File: config.mk
export PLATFORM = sky130hd
export DESIGN_NAME = sdram_pwr_seq
export DESIGN_NICKNAME = d
export VERILOG_FILES = /design/src/rtl/sps_pkg.sv /design/src/rtl/sps_pstate_fsm.sv /design/src/rtl/sps_clkgen.sv /design/src/rtl/sps_refresh.sv /design/src/rtl/sps_strobes.sv /design/src/rtl/sdram_pwr_seq.sv
export SDC_FILE = /design/constraint.sdc
export NUM_CORES = 1
export LEC_CHECK = 0
export ABC_CLOCK_PERIOD_IN_PS = 2200
export BUFFER_PORTS_ARGS = -buffer_cell sky130_fd_sc_hd__buf_2
export CAP_MARGIN = 20
export CORE_MARGIN = 1
export CORE_UTILIZATION = 35
export DETAILED_ROUTE_END_ITERATION = 7
export GPL_TIMING_DRIVEN = 0
export PLACE_DENSITY_LB_ADDON = 0.08
export SETUP_SLACK_MARGIN = 0.02
export SYNTH_ARGS = -nofsm -noshare
export SYNTH_HDL_FRONTEND = slang
export SYNTH_HIERARCHICAL = 1
export SYNTH_SLANG_ARGS = --single-unit
File: constraint.sdc
create_clock -name clk -period 2.2 [get_ports clk]
set_input_delay 0.11 -clock clk [delete_from_list [all_inputs] [get_ports clk]]
set_output_delay 0.11 -clock clk [all_outputs]
set_load 0.05 [all_outputs]
File: src/rtl/sps_pkg.sv
// Package: shared power-state codes and reset-value helpers for the
// SDRAM power-state sequencer. Assumes states advance strictly by one.
package sps_pkg;
    typedef enum logic [2:0] {
        PS_SR_STOP = 3'd0,
        PS_SR      = 3'd1,
        PS_PD      = 3'd2,
        PS_PDX     = 3'd3,
        PS_IDLE    = 3'd4
    } pstate_e;

    localparam int TIM_W = 16;

    // Slowest static timing: recovery and both delays at maximum, type zero,
    // bus-width bit taken from the inverted ROM-select strap.
    function automatic logic [TIM_W-1:0] cs0_reset_timing(input logic rom_sel);
        return {3'b111, 5'b11111, 5'b11111, ~rom_sel, 2'b00};
    endfunction
endpackage

File: src/rtl/sps_pstate_fsm.sv
// Module: power-state stepper. Holds the power state, accepts only
// single-step software writes, runs the power-on wait after a hardware
// reset and keeps a sticky error for refused writes.
// Assumes rst_sleep is stable while rst_n is low.
module sps_pstate_fsm
    import sps_pkg::*;
#(
    parameter int PWRON_CYCLES = 64
) (
    input  logic       clk,
    input  logic       rst_n,
    input  logic       rst_sleep,
    input  logic       wr_step,
    input  logic [2:0] wr_target,
    output logic [2:0] state_o,
    output logic       cke_o,
    output logic       run_o,
    output logic       por_busy_o,
    output logic       seq_err_o
);
    localparam int CW = $clog2(PWRON_CYCLES + 1);

    pstate_e       state_q;
    logic [CW-1:0] por_cnt_q;
    logic          cke_q;
    logic          run_q;
    logic          err_q;
    logic [2:0]    next_code;
    logic          step_ok;

    // Decide whether the current write is the one legal next step.
    always_comb begin
        next_code = 3'(state_q) + 3'd1;
        step_ok   = wr_step && (wr_target == next_code) && (state_q != PS_IDLE)
                    && !((state_q == PS_SR_STOP) && (por_cnt_q != '0));
    end

    // Power-on wait counter: loaded on hardware reset, counts down to zero.
    always_ff @(posedge clk) begin
        if (!rst_n)
            por_cnt_q <= rst_sleep ? '0 : CW'(PWRON_CYCLES);
        else if (por_cnt_q != '0)
            por_cnt_q <= por_cnt_q - 1'b1;
    end

    // Power state register, advanced only by an accepted step.
    always_ff @(posedge clk) begin
        if (!rst_n)
            state_q <= PS_SR_STOP;
        else if (step_ok)
            state_q <= pstate_e'(wr_target);
    end

    // Clock enable and clock-run flags, updated together with the state.
    always_ff @(posedge clk) begin
        if (!rst_n) begin
            cke_q <= 1'b0;
            run_q <= 1'b0;
        end else if (step_ok) begin
            cke_q <= (wr_target >= 3'(PS_PDX));
            run_q <= 1'b1;
        end
    end

    // Sticky error flag for refused step writes.
    always_ff @(posedge clk) begin
        if (!rst_n)
            err_q <= 1'b0;
        else if (wr_step && !step_ok)
            err_q <= 1'b1;
    end

    assign state_o    = 3'(state_q);
    assign cke_o      = cke_q;
    assign run_o      = run_q;
    assign por_busy_o = (por_cnt_q != '0);
    assign seq_err_o  = err_q;

    p_step_order_r1: assert property (@(posedge clk) disable iff (!rst_n)
        (state_q != $past(state_q)) |-> (3'(state_q) == 3'($past(state_q)) + 3'd1));
    p_err_sticky_r2: assert property (@(posedge clk) disable iff (!rst_n)
        err_q |=> err_q);
    p_cke_selfref_r3: assert property (@(posedge clk) disable iff (!rst_n)
        (state_q inside {PS_SR_STOP, PS_SR, PS_PD}) |-> !cke_q);
    p_por_gate_r4: assert property (@(posedge clk) disable iff (!rst_n)
        (por_cnt_q != '0) |-> (state_q == PS_SR_STOP && !run_q));
endmodule

File: src/rtl/sps_clkgen.sv
// Module: divided memory clocks. The main clock toggles each cycle while
// the boot strap is high or the clock-run flag is set; the auxiliary
// clocks toggle only once clock-run is set. Assumes run never drops
// without a reset.
module sps_clkgen #(
    parameter int NUM_AUX = 2
) (
    input  logic               clk,
    input  logic               rst_n,
    input  logic               strap,
    input  logic               run,
    output logic               mclk_main,
    output logic [NUM_AUX-1:0] mclk_aux
);
    logic main_q;

    // Main divider: half-rate toggle when strapped on or running.
    always_ff @(posedge clk) begin
        if (!rst_n)
            main_q <= 1'b0;
        else if (strap || run)
            main_q <= ~main_q;
    end

    for (genvar i = 0; i < NUM_AUX; i++) begin : g_aux
        logic aux_q;
        // Auxiliary divider i: half-rate toggle only while running.
        always_ff @(posedge clk) begin
            if (!rst_n)
                aux_q <= 1'b0;
            else if (run)
                aux_q <= ~aux_q;
        end
        assign mclk_aux[i] = aux_q;
    end

    assign mclk_main = main_q;

    p_aux_idle_r5: assert property (@(posedge clk) disable iff (!rst_n)
        !run |-> (mclk_aux == '0));
    p_main_toggle_r5: assert property (@(posedge clk) disable iff (!rst_n)
        (strap || run) |=> (main_q != $past(main_q)));
endmodule

File: src/rtl/sps_refresh.sv
// Module: bank enables and refresh trigger. A non-burst access to a
// disabled bank yields a one-cycle all-bank refresh pulse and bumps a
// saturating counter; an access to an enabled bank is forwarded.
// Assumes acc_req is a one-cycle request.
module sps_refresh #(
    parameter int NUM_BANKS = 4,
    parameter int CNT_W     = 8
) (
    input  logic                         clk,
    input  logic                         rst_n,
    input  logic                         wr_bank,
    input  logic [NUM_BANKS-1:0]         bank_en_in,
    input  logic                         acc_req,
    input  logic                         acc_burst,
    input  logic [$clog2(NUM_BANKS)-1:0] acc_bank,
    output logic [NUM_BANKS-1:0]         bank_en_o,
    output logic                         rfsh_o,
    output logic                         fwd_o,
    output logic [CNT_W-1:0]             cnt_o
);
    logic [NUM_BANKS-1:0] en_q;
    logic                 rfsh_q;
    logic                 fwd_q;
    logic [CNT_W-1:0]     cnt_q;
    logic                 hit_en;
    logic                 trig;

    // Classify the access against the current bank enables.
    always_comb begin
        hit_en = en_q[acc_bank];
        trig   = acc_req && !acc_burst && !hit_en;
    end

    // Bank enable register, cleared by any reset.
    always_ff @(posedge clk) begin
        if (!rst_n)
            en_q <= '0;
        else if (wr_bank)
            en_q <= bank_en_in;
    end

    // Refresh and forward pulses plus the saturating refresh counter.
    always_ff @(posedge clk) begin
        if (!rst_n) begin
            rfsh_q <= 1'b0;
            fwd_q  <= 1'b0;
            cnt_q  <= '0;
        end else begin
            rfsh_q <= trig;
            fwd_q  <= acc_req && hit_en;
            if (trig && (cnt_q != '1))
                cnt_q <= cnt_q + 1'b1;
        end
    end

    assign bank_en_o = en_q;
    assign rfsh_o    = rfsh_q;
    assign fwd_o     = fwd_q;
    assign cnt_o     = cnt_q;

    p_rfsh_count_r8: assert property (@(posedge clk) disable iff (!rst_n)
        (rfsh_q && ($past(cnt_q) != '1)) |-> (cnt_q == $past(cnt_q) + 1'b1));
    p_rfsh_fwd_excl_r9: assert property (@(posedge clk) disable iff (!rst_n)
        !(rfsh_q && fwd_q));
endmodule

File: src/rtl/sps_strobes.sv
// Module: row and column strobe drivers. A sleep reset sets a hold that
// drives every strobe low until a release write; a refresh pulse also
// drives every strobe low. Assumes rst_sleep is valid during reset.
module sps_strobes #(
    parameter int NUM_BANKS = 4
) (
    input  logic                 clk,
    input  logic                 rst_n,
    input  logic                 rst_sleep,
    input  logic                 wr_release,
    input  logic                 rfsh,
    output logic [NUM_BANKS-1:0] ras_n,
    output logic [NUM_BANKS-1:0] cas_n
);
    logic hold_q;

    // Sleep-reset hold flag, cleared only by an explicit release.
    always_ff @(posedge clk) begin
        if (!rst_n)
            hold_q <= rst_sleep;
        else if (wr_release)
            hold_q <= 1'b0;
    end

    for (genvar b = 0; b < NUM_BANKS; b++) begin : g_bank
        // Per-bank strobe drive: low while held or refreshing.
        always_comb begin
            ras_n[b] = !(hold_q || rfsh);
            cas_n[b] = !(hold_q || rfsh);
        end
    end

    p_sleep_hold_r6: assert property (@(posedge clk) disable iff (!rst_n)
        hold_q |-> (ras_n == '0 && cas_n == '0));
    p_hold_release_r6: assert property (@(posedge clk) disable iff (!rst_n)
        $past(wr_release) |-> !hold_q);
endmodule

File: src/rtl/sdram_pwr_seq.sv
// Module: top of the SDRAM power-state and reset sequencer. Ties the
// stepper, clock dividers, refresh trigger and strobe drivers together
// and holds the chip-select-0 static timing reset value.
// Assumes a single memory clock domain and synchronous reset.
module sdram_pwr_seq
    import sps_pkg::*;
#(
    parameter int PWRON_CYCLES = 64,
    parameter int NUM_BANKS    = 4,
    parameter int CNT_W        = 8
) (
    input  logic                         clk,
    input  logic                         rst_n,
    input  logic                         rst_sleep,
    input  logic                         boot_strap,
    input  logic                         rom_sel,
    input  logic                         wr_step,
    input  logic [2:0]                   wr_target,
    input  logic                         wr_release,
    input  logic                         wr_bank,
    input  logic [NUM_BANKS-1:0]         bank_en_in,
    input  logic                         acc_req,
    input  logic                         acc_burst,
    input  logic [$clog2(NUM_BANKS)-1:0] acc_bank,
    output logic [2:0]                   pwr_state,
    output logic                         sd_cke,
    output logic                         por_busy,
    output logic                         seq_err,
    output logic                         mclk0,
    output logic                         mclk1,
    output logic                         mclk2,
    output logic [NUM_BANKS-1:0]         bank_en,
    output logic [NUM_BANKS-1:0]         ras_n,
    output logic [NUM_BANKS-1:0]         cas_n,
    output logic                         rfsh_pulse,
    output logic                         acc_fwd,
    output logic [CNT_W-1:0]             rfsh_cnt,
    output logic [TIM_W-1:0]             cs0_timing
);
    localparam int NUM_AUX = 2;

    logic               run;
    logic [NUM_AUX-1:0] aux;
    logic [TIM_W-1:0]   tim_q;

    sps_pstate_fsm #(.PWRON_CYCLES(PWRON_CYCLES)) u_fsm (
        .clk        (clk),
        .rst_n      (rst_n),
        .rst_sleep  (rst_sleep),
        .wr_step    (wr_step),
        .wr_target  (wr_target),
        .state_o    (pwr_state),
        .cke_o      (sd_cke),
        .run_o      (run),
        .por_busy_o (por_busy),
        .seq_err_o  (seq_err)
    );

    sps_clkgen #(.NUM_AUX(NUM_AUX)) u_clk (
        .clk       (clk),
        .rst_n     (rst_n),
        .strap     (boot_strap),
        .run       (run),
        .mclk_main (mclk0),
        .mclk_aux  (aux)
    );

    sps_refresh #(.NUM_BANKS(NUM_BANKS), .CNT_W(CNT_W)) u_rfsh (
        .clk        (clk),
        .rst_n      (rst_n),
        .wr_bank    (wr_bank),
        .bank_en_in (bank_en_in),
        .acc_req    (acc_req),
        .acc_burst  (acc_burst),
        .acc_bank   (acc_bank),
        .bank_en_o  (bank_en),
        .rfsh_o     (rfsh_pulse),
        .fwd_o      (acc_fwd),
        .cnt_o      (rfsh_cnt)
    );

    sps_strobes #(.NUM_BANKS(NUM_BANKS)) u_strb (
        .clk        (clk),
        .rst_n      (rst_n),
        .rst_sleep  (rst_sleep),
        .wr_release (wr_release),
        .rfsh       (rfsh_pulse),
        .ras_n      (ras_n),
        .cas_n      (cas_n)
    );

    // Chip-select-0 timing word: loaded with the slowest setting on reset.
    always_ff @(posedge clk) begin
        if (!rst_n)
            tim_q <= cs0_reset_timing(rom_sel);
    end

    assign mclk1      = aux[0];
    assign mclk2      = aux[1];
    assign cs0_timing = tim_q;

    p_tim_hold_r10: assert property (@(posedge clk) disable iff (!rst_n)
        $past(rst_n) |-> $stable(tim_q));
    p_refresh_strobes_r8: assert property (@(posedge clk) disable iff (!rst_n)
        rfsh_pulse |-> (ras_n == '0 && cas_n == '0));
endmodule

* Yosys cells after proc, flatten, opt, wreduce, memory -nomap -nowiden
Cells that the tools add are included.
** Word-level totals
- Input port bits :: 19
- Register bits after elaboration :: 32
- Logic and storage cells :: 53
- Output and inout port bits :: 47
** Operators by class
- $add $sub $neg :: 3
- Reduce and logical (&&, ||, !) cells :: 18
- $lt $le $gt $ge :: 2
- Equal/unequal tests :: 5
- Bitwise operators :: 4
- Mux-type cells :: 7
** Operators by type and width (count)
- $mux W7 :: 3
- $logic_and A1 B1 Y1 :: 9
- $add A8 B1 Y8 const B :: 1
- $ne A8 B8 Y1 const B :: 1
- $reduce_bool A7 Y1 :: 1
- $sub A7 B1 Y7 const B :: 1
- $logic_not A1 Y1 :: 5
- $ne A2 B1 Y1 const B :: 2
- $not A1 Y1 :: 4
- $add A3 B1 Y3 const B :: 1
- $eq A3 B3 Y1 :: 1
- $ge A3 B2 Y1 const B :: 1
- $logic_not A3 Y1 :: 1
- $lt A2 B3 Y1 const B :: 1
- $mux W1 :: 3
- $ne A3 B3 Y1 const B :: 1
- $bmux W1 S2 :: 1
- $logic_or A1 B1 Y1 :: 2

* Logic depth before layout (Yosys ltp)
- Depth after elaboration :: 7
- Mapped depth :: 6

* Hierarchy
The synthesis kept the hierarchy.
** By module, submodules not included
- sps_pstate_fsm :: sequential area each 330.3 µm², cells an instance 69, area an instance 739.5 µm², times used 1
- sps_refresh :: sequential area each 280.3 µm², cells an instance 66, area an instance 609.3 µm², times used 1
- sdram_pwr_seq :: sequential area each 30.0 µm², cells an instance 20, area an instance 157.7 µm², times used 1
- sps_clkgen :: sequential area each 60.1 µm², cells an instance 12, area an instance 122.6 µm², times used 1
- sps_strobes :: sequential area each 30.0 µm², cells an instance 11, area an instance 98.8 µm², times used 1

* Least setup slack after synthesis
No wires, ideal clock.
- Path kind :: reg-to-reg
- Start point :: register u_rfsh.en_q[3] (netlist: u_rfsh/bank_en_o[3])
- End point :: register u_rfsh.cnt_q[5] (netlist: u_rfsh/cnt_o[5])
- Cell stages (with the launch flop) :: 5
- Period minus slack after synthesis :: 1983 ps
- Setup slack :: 217 ps
- Setup time :: 71 ps
- Path buffers :: 0
- Data arrival time :: 1912 ps
- Cells stage by stage :: dfxtp_1 -> mux4_2 -> a211o_1 -> or4_1 -> a21oi_1
** On the way
- Cells in the longest elaborated chain, start to end :: 5
** Ends and longest elaborated chain
- start, declared :: RTL line sps_refresh.sv:21 : logic [NUM_BANKS-1:0] en_q;
- start signal, assigned :: RTL line sps_refresh.sv:39 : en_q <= bank_en_in;
- $bmux W1 S2 :: RTL line sps_refresh.sv:30 : hit_en = en_q[acc_bank];
- $mux W1 (not written as such) :: RTL line sps_refresh.sv:30
- $logic_not A1 Y1 :: RTL line sps_refresh.sv:31 : trig = acc_req && !acc_burst && !hit_en;
- $logic_and A1 B1 Y1 :: RTL line sps_refresh.sv:31
- $logic_and A1 B1 Y1 :: RTL line sps_refresh.sv:51 : if (trig && (cnt_q != '1))
- end signal, assigned :: RTL line sps_refresh.sv:52 : cnt_q <= cnt_q + 1'b1;
- end, declared :: RTL line sps_refresh.sv:24 : logic [CNT_W-1:0] cnt_q;
Every way passes these cells. The select of a mux whose other input is x is not followed.
A chain may end at the register's enable or synchronous reset.

* Worst setup path after layout
- Start point :: register u_rfsh.en_q[3] (netlist: u_rfsh/bank_en_o[3])
- End point :: register u_rfsh.cnt_q[3] (netlist: u_rfsh/cnt_o[3])
The elaborated chain is that of the path after synthesis.

==> results.toml <==
[setup_path]
critical_path_class = "flip-flop to flip-flop"
worst_path_maximum_fanout = 10
cp_data_arrival_time_ns = 2.09
start_kind = "flip-flop"
cp.required_ns = 2.41
timing.reg2reg.worst_path_depth = 5
capture_instance_of_the_worst_register_to_register_path = "u_rfsh/cnt_o[3]$_SDFFE_PN0P_"
worst_setup_path_end_kind = "flip-flop"
ff2ff_setup_slack_ns = 0.32
rr_startpoint = "u_rfsh/bank_en_o[3]$_SDFFE_PN0P_"

[sta]
final.min_clock_period_ns = 1.88
totalNegativeSetupSlack_ns = 0
timing.fmax_ghz = 0.533
timing_max_transition_violations_final = 0
unrepaired_setup_endpoints_after_global_routing = "no"
min_period_over_period_pct = 85.3
hold_viol = 0
setup-violations-final = 0
fin_clk_skew_ns = 0.00189

[power]
cellPowerDensity_nw_per_um2 = 843
leakage_nw = 1.08
power_switching_share_pct = 34.3
p_seq_share_pct = 40.9
share_comb_of_total_power_pct = 29.7
vdd.ir_drop.worst_mv = 0.330
clock_power_share_pct = 29.4
total_power_mw = 1.86
int_power_mw = 1.23
p_sw_mw = 0.639

[routing]
route.antenna.remaining_nets = 0
drt-pass1-iter-count = 4
drt_iter0_markers = 22
final_routed_wirelength_across_all_metal_layers_mm = 3.31
vias = 1336
detail_route.wl_per_cell_um = 10.5
detail_route.vias_per_cell = 4.24
route.detailed.drc = 0

[logic_synthesis]
synth_seq_area_share_pct = 42.3
yosys.area_share.simple_pct = 18.9
synth_area_leader_cell = "dfxtp_1"
synth_area_leaders = "dfxtp_1 (27%), edfxtp_1 (16%), buf_4 (10%)"
synth_adder_area_share_pct = 3.62
muxShareOfSynthArea_pct = 7.17
yosys.area_share.xor_xnor_pct = 4.56
yosysUniqueCellTypes = 37
synth.most_common_cell = "buf_4"
synth_async_sr_flop_share_pct = 0
post_synth_instance_area_sq_um = 1730
syn-instance-count = 178
dominant_combinational_cell_family_by_area_after_synthesis = "simple AND/OR/NAND/NOR gates"
count_of_flip_flops_with_a_built_in_enable_after_synthesis = 9
post_synth.cell_area_avg_sq_um = 9.71
synth-main-ff-cell = "dfxtp_1"
synth_compound_area_share_pct = 8.91
syn_warnings = 6
postSynthRegisterBits = 32
synthTopCellsByCount = "buf_4 (24), dfxtp_1 (23), nand2_1 (14), inv_1 (10)"
synth_largest_type_area_fraction_pct = 26.6

[cells_and_area]
layout.nets = 271
design_area_sq_um = 2210
area_delta_synth_final_pct = 28.0
antenna-diode-count = 0
layout_cell_share_with_drive_strength_beyond_1_pct = 34.7

[clock_tree]
numClockSinks = 32
cts_made_buffers = 5
clkSlewWorstSetupHoldPaths_ns = 0.07
cts_resized = 0
tritoncts_clock_tree = "yes"
insertion_delay_ns = 0.28
cts_hold_repair.buffers = 0
post-cts-setup-buffers = 0
cts_root_buf = "clkbuf_8"
ctsLongestPathBuffers = 2
h-tree-depth = 2

[floorplanning]
ios = 66
fp.dieArea_sq_um = 5220
chipHeight_um = 72.3
die_x_um = 72.3
start_util_pct = 36.6
std_cell_rows = 25
core_area_sq_um = 4720

[place]
hpwlAfterDp_mm = 2.47
routabilityCongestion = 0.679
placedInstanceArea_sq_um = 2110
io_buffer_count = 49

[global_routing]
grt_start_max_net_pins = 13
grt_pass1_wl_mm = 5.29
first_global_vias = 1152
antenna_found_initial = 0
global_routing_usage_summed_across_all_routing_layers_pct = 13.3
grt.overflow.total = 0

[min_path]
hp-class = "primary input to flip-flop"
hold-path-endpoint = "u_rfsh/bank_en_o[3]$_SDFFE_PN0P_"
hp-start = "bank_en_in[3]"
hold_depth = 3

[run]
drv.max_cap_violation_count = 0

[status]
status = "finished clean"
==> cells in the final DEF, fill, tap and decap left out, types with 9 or more instances in the layout <==
master,instances
nand2_1,14
buf_2,49
conb_1,15
edfxtp_1,9
inv_1,10
buf_4,24
dfxtp_1,23
mux2i_1,9
nor2_1,9
==> per-layer routing <==
layer | wire length, um | GRT usage, % | vias to the layer above
met5 | 0 | 0 | -
met4 | 42 | 5.23 | 0
met3 | 181 | 4.44 | 5
met2 | 1480 | 20.2 | 38
met1 | 1610 | 17.5 | 583
li1 | - | - | 710
==> cell families after synthesis <==
group,after synthesis
adder cells (fa/ha/maj),5
XOR/XNOR,9
AND/OR/NAND/NOR,59
flip-flops,32
AO/OA/AOI/OAI,21
other,2
buffers and inverters,39
multiplexers,11
==> layout make-up <==
class                   instances  area (sq um)
flip-flops and latches         32           731
plain buffers                  29           206
clock buffers                   5          68.8
inverters                      10          37.5
clock inverters                 3          37.5
repair buffers                 49           245
fillers                       468          2510
multi-input cells             120           802
well taps                      67          83.8
==> worst max path at each step <==
| stage | start | end | slack, ns |
|---|---|---|---|
| global route | u_rfsh/bank_en_o[3]$_SDFFE_PN0P_ | u_rfsh/cnt_o[3]$_SDFFE_PN0P_ | 0.25 |
| detailed placement | rst_n | u_fsm/por_cnt_q[6]$_DFFE_PP_ | 0.34 |
| CTS | u_rfsh/bank_en_o[3]$_SDFFE_PN0P_ | u_rfsh/cnt_o[3]$_SDFFE_PN0P_ | 0.33 |
| global placement | rst_n | u_fsm/por_cnt_q[6]$_DFFE_PP_ | 0.29 |
| floorplan | u_rfsh/bank_en_o[3]$_SDFFE_PN0P_ | u_rfsh/cnt_o[5]$_SDFFE_PN0P_ | 0.22 |
| finish | u_rfsh/bank_en_o[3]$_SDFFE_PN0P_ | u_rfsh/cnt_o[3]$_SDFFE_PN0P_ | 0.32 |
==> worst max-delay path, stage by stage (launching register included) <==
cell     delay (ns)
dfxtp_1        0.32
mux4_2         0.53
a211o_1        0.32
buf_6          0.15
or3_1          0.35
a21oi_1        0.14
==> sequential cells by signal (all words and copies together) (netlist names) <==
register and count:
u_rfsh/cnt_o 8, u_fsm/por_cnt_q 7, u_rfsh/bank_en_o 4, u_fsm/state_o 3, u_clk/g_aux.aux_q 2, cs0_timing 1
u_clk/mclk_main 1, u_fsm/cke_o 1, u_fsm/run_o 1, u_fsm/seq_err_o 1, u_rfsh/fwd_o 1, u_rfsh/rfsh_o 1
u_strb/hold_q 1
==> per-stage QoR <==
| stage | setup slack [ns] | utilization, % | hold slack [ns] | cells |
|---|---|---|---|---|
| after floorplan | 0.217 | - | 0.232 | 191 |
| after global placement | 0.285 | 44.6 | 0.349 | 307 |
| after detailed placement | 0.345 | 44.6 | 0.352 | 307 |
| after CTS | 0.331 | 46.8 | 0.0513 | 315 |
| after global routing | 0.255 | 46.8 | 0.0593 | 315 |
| final | 0.323 | 46.8 | 0.0607 | 315 |
==> power groups by stage <==
stage,clock network (mW),logic [mW],registers (mW)
after global routing,0.586,0.603,0.775
after CTS,0.567,0.560,0.764
after floorplan,0,0.410,0.812
after detailed placement,0,0.557,0.777
after global placement,0,0.557,0.776
final,0.548,0.554,0.763
Note: power is estimated with default switching activity, not from simulation.
